### src/rtl/seg_pwm_pkg.sv
package seg_pwm_pkg;
    parameter int unsigned SEG_BITS = 3;
    parameter int unsigned NSEG     = 1 << SEG_BITS;

    typedef logic [SEG_BITS-1:0] seg_idx_t;

    localparam seg_idx_t LAST_SEG = seg_idx_t'(NSEG - 1);
endpackage

### src/rtl/seg_len_calc.sv
// Reload value of the timer period register for one segment.
module seg_len_calc
    import seg_pwm_pkg::*;
#(
    parameter int unsigned PW = 16,
    parameter int unsigned TW = 8
) (
    input  logic [PW-1:0] period,
    input  seg_idx_t      seg,
    output logic [TW-1:0] reload
);
    logic [PW-1:0] base;
    logic [PW-1:0] spare;
    logic [PW-1:0] len;

    always_comb begin
        base   = period >> SEG_BITS;
        spare  = period & PW'(NSEG - 1);
        len    = (seg == LAST_SEG) ? PW'(base + spare) : base;
        reload = TW'(len - 1'b1);
    end
endmodule

### src/rtl/seg_duty_calc.sv
// Compare value for one segment: hold, residue or zero.
module seg_duty_calc
    import seg_pwm_pkg::*;
#(
    parameter int unsigned PW = 16,
    parameter int unsigned TW = 8,
    localparam int unsigned DW = TW + 1
) (
    input  logic [PW-1:0] period,
    input  logic [PW-1:0] high,
    input  seg_idx_t      seg,
    output logic [DW-1:0] duty
);
    localparam logic [DW-1:0] HOLD = {DW{1'b1}};

    logic [PW-1:0] base;
    logic [PW-1:0] start;
    logic [PW-1:0] stop;

    always_comb begin
        base  = period >> SEG_BITS;
        start = PW'(base * PW'(seg));
        stop  = (seg == LAST_SEG) ? period : PW'(start + base);
        if (high >= stop) begin
            duty = HOLD;
        end else if (high > start) begin
            duty = DW'(high - start);
        end else begin
            duty = '0;
        end
    end
endmodule

### src/rtl/seg_pwm_sequencer.sv
module seg_pwm_sequencer
    import seg_pwm_pkg::*;
#(
    parameter int unsigned PW          = 16,
    parameter int unsigned TW          = 8,
    parameter int unsigned DEF_PERIOD  = 1250,
    parameter int unsigned DEF_HIGH    = 0,
    localparam int unsigned DW         = TW + 1
) (
    input  logic          clk,
    input  logic          rst_n,
    input  logic          seg_match,
    input  logic [PW-1:0] tgt_period,
    input  logic [PW-1:0] tgt_high,
    output logic          per_wr,
    output logic [TW-1:0] per_val,
    output logic          duty_wr,
    output logic [DW-1:0] duty_val,
    output logic [2:0]    seg_idx
);
    typedef struct packed {
        seg_idx_t      seg;
        logic [PW-1:0] act_p;
        logic [PW-1:0] act_h;
        logic [PW-1:0] nxt_p;
        logic [PW-1:0] nxt_h;
        logic          per_wr;
        logic [TW-1:0] per_val;
        logic          duty_wr;
        logic [DW-1:0] duty_val;
    } st_t;

    st_t st_d, st_q;

    seg_idx_t      seg_next;
    seg_idx_t      duty_seg;
    logic [PW-1:0] len_p_sel;
    logic [PW-1:0] duty_p_sel;
    logic [PW-1:0] duty_h_sel;
    logic [TW-1:0] reload_w;
    logic [DW-1:0] duty_w;

    // Operand selection: entering segment 0 promotes the sampled pair,
    // entering the last segment samples the inputs for the next period.
    always_comb begin
        seg_next = st_q.seg + 1'b1;
        duty_seg = seg_next + 1'b1;
        len_p_sel = (seg_next == '0) ? st_q.nxt_p : st_q.act_p;
        if (seg_next == LAST_SEG) begin
            duty_p_sel = tgt_period;
            duty_h_sel = tgt_high;
        end else if (seg_next == '0) begin
            duty_p_sel = st_q.nxt_p;
            duty_h_sel = st_q.nxt_h;
        end else begin
            duty_p_sel = st_q.act_p;
            duty_h_sel = st_q.act_h;
        end
    end

    seg_len_calc #(.PW(PW), .TW(TW)) u_len (
        .period (len_p_sel),
        .seg    (seg_next),
        .reload (reload_w)
    );

    seg_duty_calc #(.PW(PW), .TW(TW)) u_duty (
        .period (duty_p_sel),
        .high   (duty_h_sel),
        .seg    (duty_seg),
        .duty   (duty_w)
    );

    always_comb begin
        st_d         = st_q;
        st_d.per_wr  = 1'b0;
        st_d.duty_wr = 1'b0;
        if (seg_match) begin
            st_d.seg      = seg_next;
            st_d.per_wr   = 1'b1;
            st_d.per_val  = reload_w;
            st_d.duty_wr  = 1'b1;
            st_d.duty_val = duty_w;
            if (seg_next == LAST_SEG) begin
                st_d.nxt_p = tgt_period;
                st_d.nxt_h = tgt_high;
            end
            if (seg_next == '0) begin
                st_d.act_p = st_q.nxt_p;
                st_d.act_h = st_q.nxt_h;
            end
        end
    end

    always_ff @(posedge clk or negedge rst_n) begin
        if (!rst_n) begin
            st_q.seg      <= LAST_SEG;
            st_q.act_p    <= PW'(DEF_PERIOD);
            st_q.act_h    <= PW'(DEF_HIGH);
            st_q.nxt_p    <= PW'(DEF_PERIOD);
            st_q.nxt_h    <= PW'(DEF_HIGH);
            st_q.per_wr   <= 1'b0;
            st_q.per_val  <= '0;
            st_q.duty_wr  <= 1'b0;
            st_q.duty_val <= '0;
        end else begin
            st_q <= st_d;
        end
    end

    assign per_wr   = st_q.per_wr;
    assign per_val  = st_q.per_val;
    assign duty_wr  = st_q.duty_wr;
    assign duty_val = st_q.duty_val;
    assign seg_idx  = 3'(st_q.seg);
endmodule

### config.mk
export PLATFORM = sky130hd
export DESIGN_NAME = seg_pwm_sequencer
export DESIGN_NICKNAME = d
export VERILOG_FILES = /design/src/rtl/seg_pwm_pkg.sv /design/src/rtl/seg_len_calc.sv /design/src/rtl/seg_duty_calc.sv /design/src/rtl/seg_pwm_sequencer.sv
export SDC_FILE = /design/constraint.sdc
export NUM_CORES = 1
export LEC_CHECK = 0
export BUFFER_PORTS_ARGS = -buffer_cell sky130_fd_sc_hd__buf_4
export CELL_PAD_IN_SITES_DETAIL_PLACEMENT = 0
export CELL_PAD_IN_SITES_GLOBAL_PLACEMENT = 1
export CORE_ASPECT_RATIO = 1.2
export CORE_UTILIZATION = 52
export CTS_CLUSTER_SIZE = 20
export DETAILED_ROUTE_END_ITERATION = 7
export PLACE_DENSITY = 0.89
export RECOVER_POWER = 100
export SETUP_SLACK_MARGIN = 0.5
export SYNTH_ARGS = -nofsm -noshare
export SYNTH_HDL_FRONTEND = slang
export SYNTH_HIERARCHICAL = 1
export SYNTH_SLANG_ARGS = --single-unit
### constraint.sdc
create_clock -name clk -period 14.1 [get_ports clk]
set_input_delay 0.705 -clock clk [delete_from_list [all_inputs] [get_ports clk]]
set_output_delay 0.705 -clock clk [all_outputs]
set_load 0.1 [all_outputs]
==> summary.md <==
| Metric | Value |
|---|---|
| GPL Wtd Cong | `0.926` |
| Syn Area/Cell | `10.0 um2` |
| Critical Path Start Type | `register` |
| Skew-Pair Late Insertion Delay | `340 ps` |
| Rows | `47` |
| RR Startpoint | `seg_idx[0]$_DFFE_PN1P_` |
| Area share of fa/ha/maj cells after synthesis | `0.158` |
| Ratio of cells with drive above 1 in the final layout | `0.232` |
| DRC viols | `0` |
| Most frequent cells in the layout | `mux2_2, dfrtp_1, ha_1` |
| Worst-case clock skew | `11.5 ps` |
| Initial Util | `0.534` |
| DIE HEIGHT | `133 um` |
| Synth area leader | `dfrtp_1` |
| Slowest CP cell | `clkbuf_1` |
| #FFs+latches synth | `85` |
| Count of pins over their slew limit | `161` |
| Via density | `5.89` |
| Worst hold-check path type | `register to register` |
| Post-synth EDFFs | `0` |
| Simple-Gate Fraction of Synth Area | `0.0976` |
| RSZ-0062 raised after global routing | `no` |
| Post-detailed-route wirelength per cell | `18.4 um` |
| YS warnings | `6` |
| Core ar. | `13,800 um2` |
| Die width | `111 um` |
| Yosys cell types | `58` |
| Num ports | `57` |
| Num CTS Buffers | `9` |
| Compound-Gate Fraction of Synth Area | `0.125` |
| Crit path DAT | `9950 ps` |
| Setup crit end kind | `register` |
| F_max | `103 MHz` |
| GRT Util Overall | `0.244` |
| Critical path type | `register to register` |
| Syn Nets | `855` |
| Slew @ Worst Pin | `4430 ps` |
| Post-Synth XOR/XNOR Area | `0.0439` |
| Port Buffers | `56` |
| First-pass GRT wire length | `28,500 um` |
| PostCTS Resize Cnt | `0` |
| Endpoints failing hold | `0` |
| Router iterations before antenna repair | `5` |
| Largest family of logic cells by synthesized area | `multiplexers` |
| Post-CTS Setup Inserts | `0` |
| Clk buf depth | `2` |
| Multiplexer area fraction after synthesis | `0.214` |
| Root buffer cell | `clkbuf_16` |
| Fin nets | `881` |
| First DRT Iteration DRCs | `293` |
| Mapped Area | `7380 um2` |
| WL final | `17,200 um` |
| Ys async rst share | `1.00` |
| Min Tclk post-route | `9730 ps` |
| Endpoints failing setup | `0` |
| GRT Residual Overflow | `0` |
| Critical path peak fanout | `29` |
| CP Launch Point | `seg_idx[0]$_DFFE_PN1P_` |
| Layout area overhead | `7.19%` |
| Setup TNS | `0 ps` |
| Area contributors post-synth | `dfrtp_1, mux2_2, ha_1, dfstp_2, fa_1` |
| TritonCTS clock tree | `done` |
| Syn Inst Count | `736` |
| Crit-path max cell delay | `1590 ps` |
| Worst rel slew slack | `-1.95` |
| CP required | `14,320 ps` |
| Max Cap Viol | `3` |
| Antenna diodes | `0` |
| Most used cell, CP | `ha_1` |
| Die area | `14,700 um2` |
| Fin crit share | `0.690` |
| Status | `complete, but fails checks` |
| Leading cell type in the layout, fill and taps excluded | `mux2_2` |
| H-Tree Depth | `3` |
| Clock Sinks | `85` |
| Violated checks | `capacitance limit, slew limit` |
| Via count | `5,516` |
| Final HPWL DP | `13,400 um` |
| CTS Hold Bufs | `0` |
| Worst hold path startpoint | `per_val[2]$_DFFE_PN0P_` |
| Vias in the first global route | `5,735` |
| Main synth FF type | `dfrtp_1` |
| Clock transition at path regs | `60 ps` |
| Seq/Total Area, Yosys | `0.290` |
| Initial antenna violation count | `0` |
| Antenna Violating Nets Remaining | `0` |
| Synth top area share | `0.244` |
| Pin count of the biggest net entering global routing | `86` |
==> routing by layer <==
metal	vias to the layer above	global-route usage	routed length [um]
li1	2626	-	-
met4	0	0.127	735
met1	2726	0.275	7010
met2	123	0.451	9070
met3	41	0.0261	415
met5	-	0	0
==> final cells by class <==
type,count,area (um2)
fill,1222,5910
multi-input combinational,554,4690
sequential,85,2140
timing repair buffer,61,357
clock buffer,9,225
tap,171,214
inverter,51,191
clock inverter,6,93.8
==> path summary, 6_finish.rpt <==
| check | end | slack [ps] | cells past startpoint |
|---|---|---|---|
| hold reg to reg | per_val[2]$_DFFE_PN0P_ | 500 | 1 |
| max in group asynchronous | duty_val[5]$_DFFE_PN0P_ | 9670 | 1 |
| min in group asynchronous | st_q[69]$_DFFE_PN0P_ | 1940 | 1 |
| hold / removal | per_val[2]$_DFFE_PN0P_ | 500 | 1 |
| setup / recovery | duty_val[7]$_DFFE_PN0P_ | 4370 | 28 |
| setup reg to reg | duty_val[7]$_DFFE_PN0P_ | 4370 | 28 |
==> cell families after synthesis <==
logic type      count (synthesis)
simple gates                  150
buf+inv                        97
fa+ha+maj                      84
flops                          85
compound gates                145
xor+xnor                       37
mux                           138
==> sequential cells by signal (all words and copies together), names as in the netlist <==
name	cells
duty_val	9
duty_wr	1
per_val	8
seg_idx	3
st_q	64
==> metrics by stage <==
stage | utilization | hold slack (ps) | instances | worst slack, ps | area [um2]
final | 0.572 | 503 | 937 | 4370 | 7910
after detailed placement | 0.558 | 493 | 922 | 6110 | 7710
after CTS | 0.581 | 509 | 937 | 6090 | 8030
after floorplan | - | 409 | 736 | 7570 | 7380
after global placement | 0.558 | 484 | 922 | 6280 | 7710
after global routing | 0.572 | 518 | 937 | 3580 | 7910
==> cell usage after synthesis, drive strengths merged, types with 10 or more instances <==
cell	n
mux2	114
dfrtp	72
ha	69
nand2	61
inv	51
o21ai	48
buf	38
a21oi	31
mux2i	24
xnor2	24
a21o	20
nor2	20
fa	15
nor3	15
and2	13
dfstp	13
xor2	13
o21a	10
==> critical path, delay by kind of cell (launching register included) <==
| family | cells | cell delay (ps) |
|---|---|---|
| buffers and inverters | 2 | 1630 |
| AND/OR/NAND/NOR | 2 | 170 |
| multiplexers | 4 | 1130 |
| AO/OA/AOI/OAI | 11 | 2880 |
| flip-flops | 1 | 1020 |
| XOR/XNOR | 2 | 310 |
| adder cells (fa/ha/maj) | 7 | 2430 |
Power is left out: the tool's default activity adds up to more than one toggle a clock period on the data nets, which glitch-free logic cannot reach.
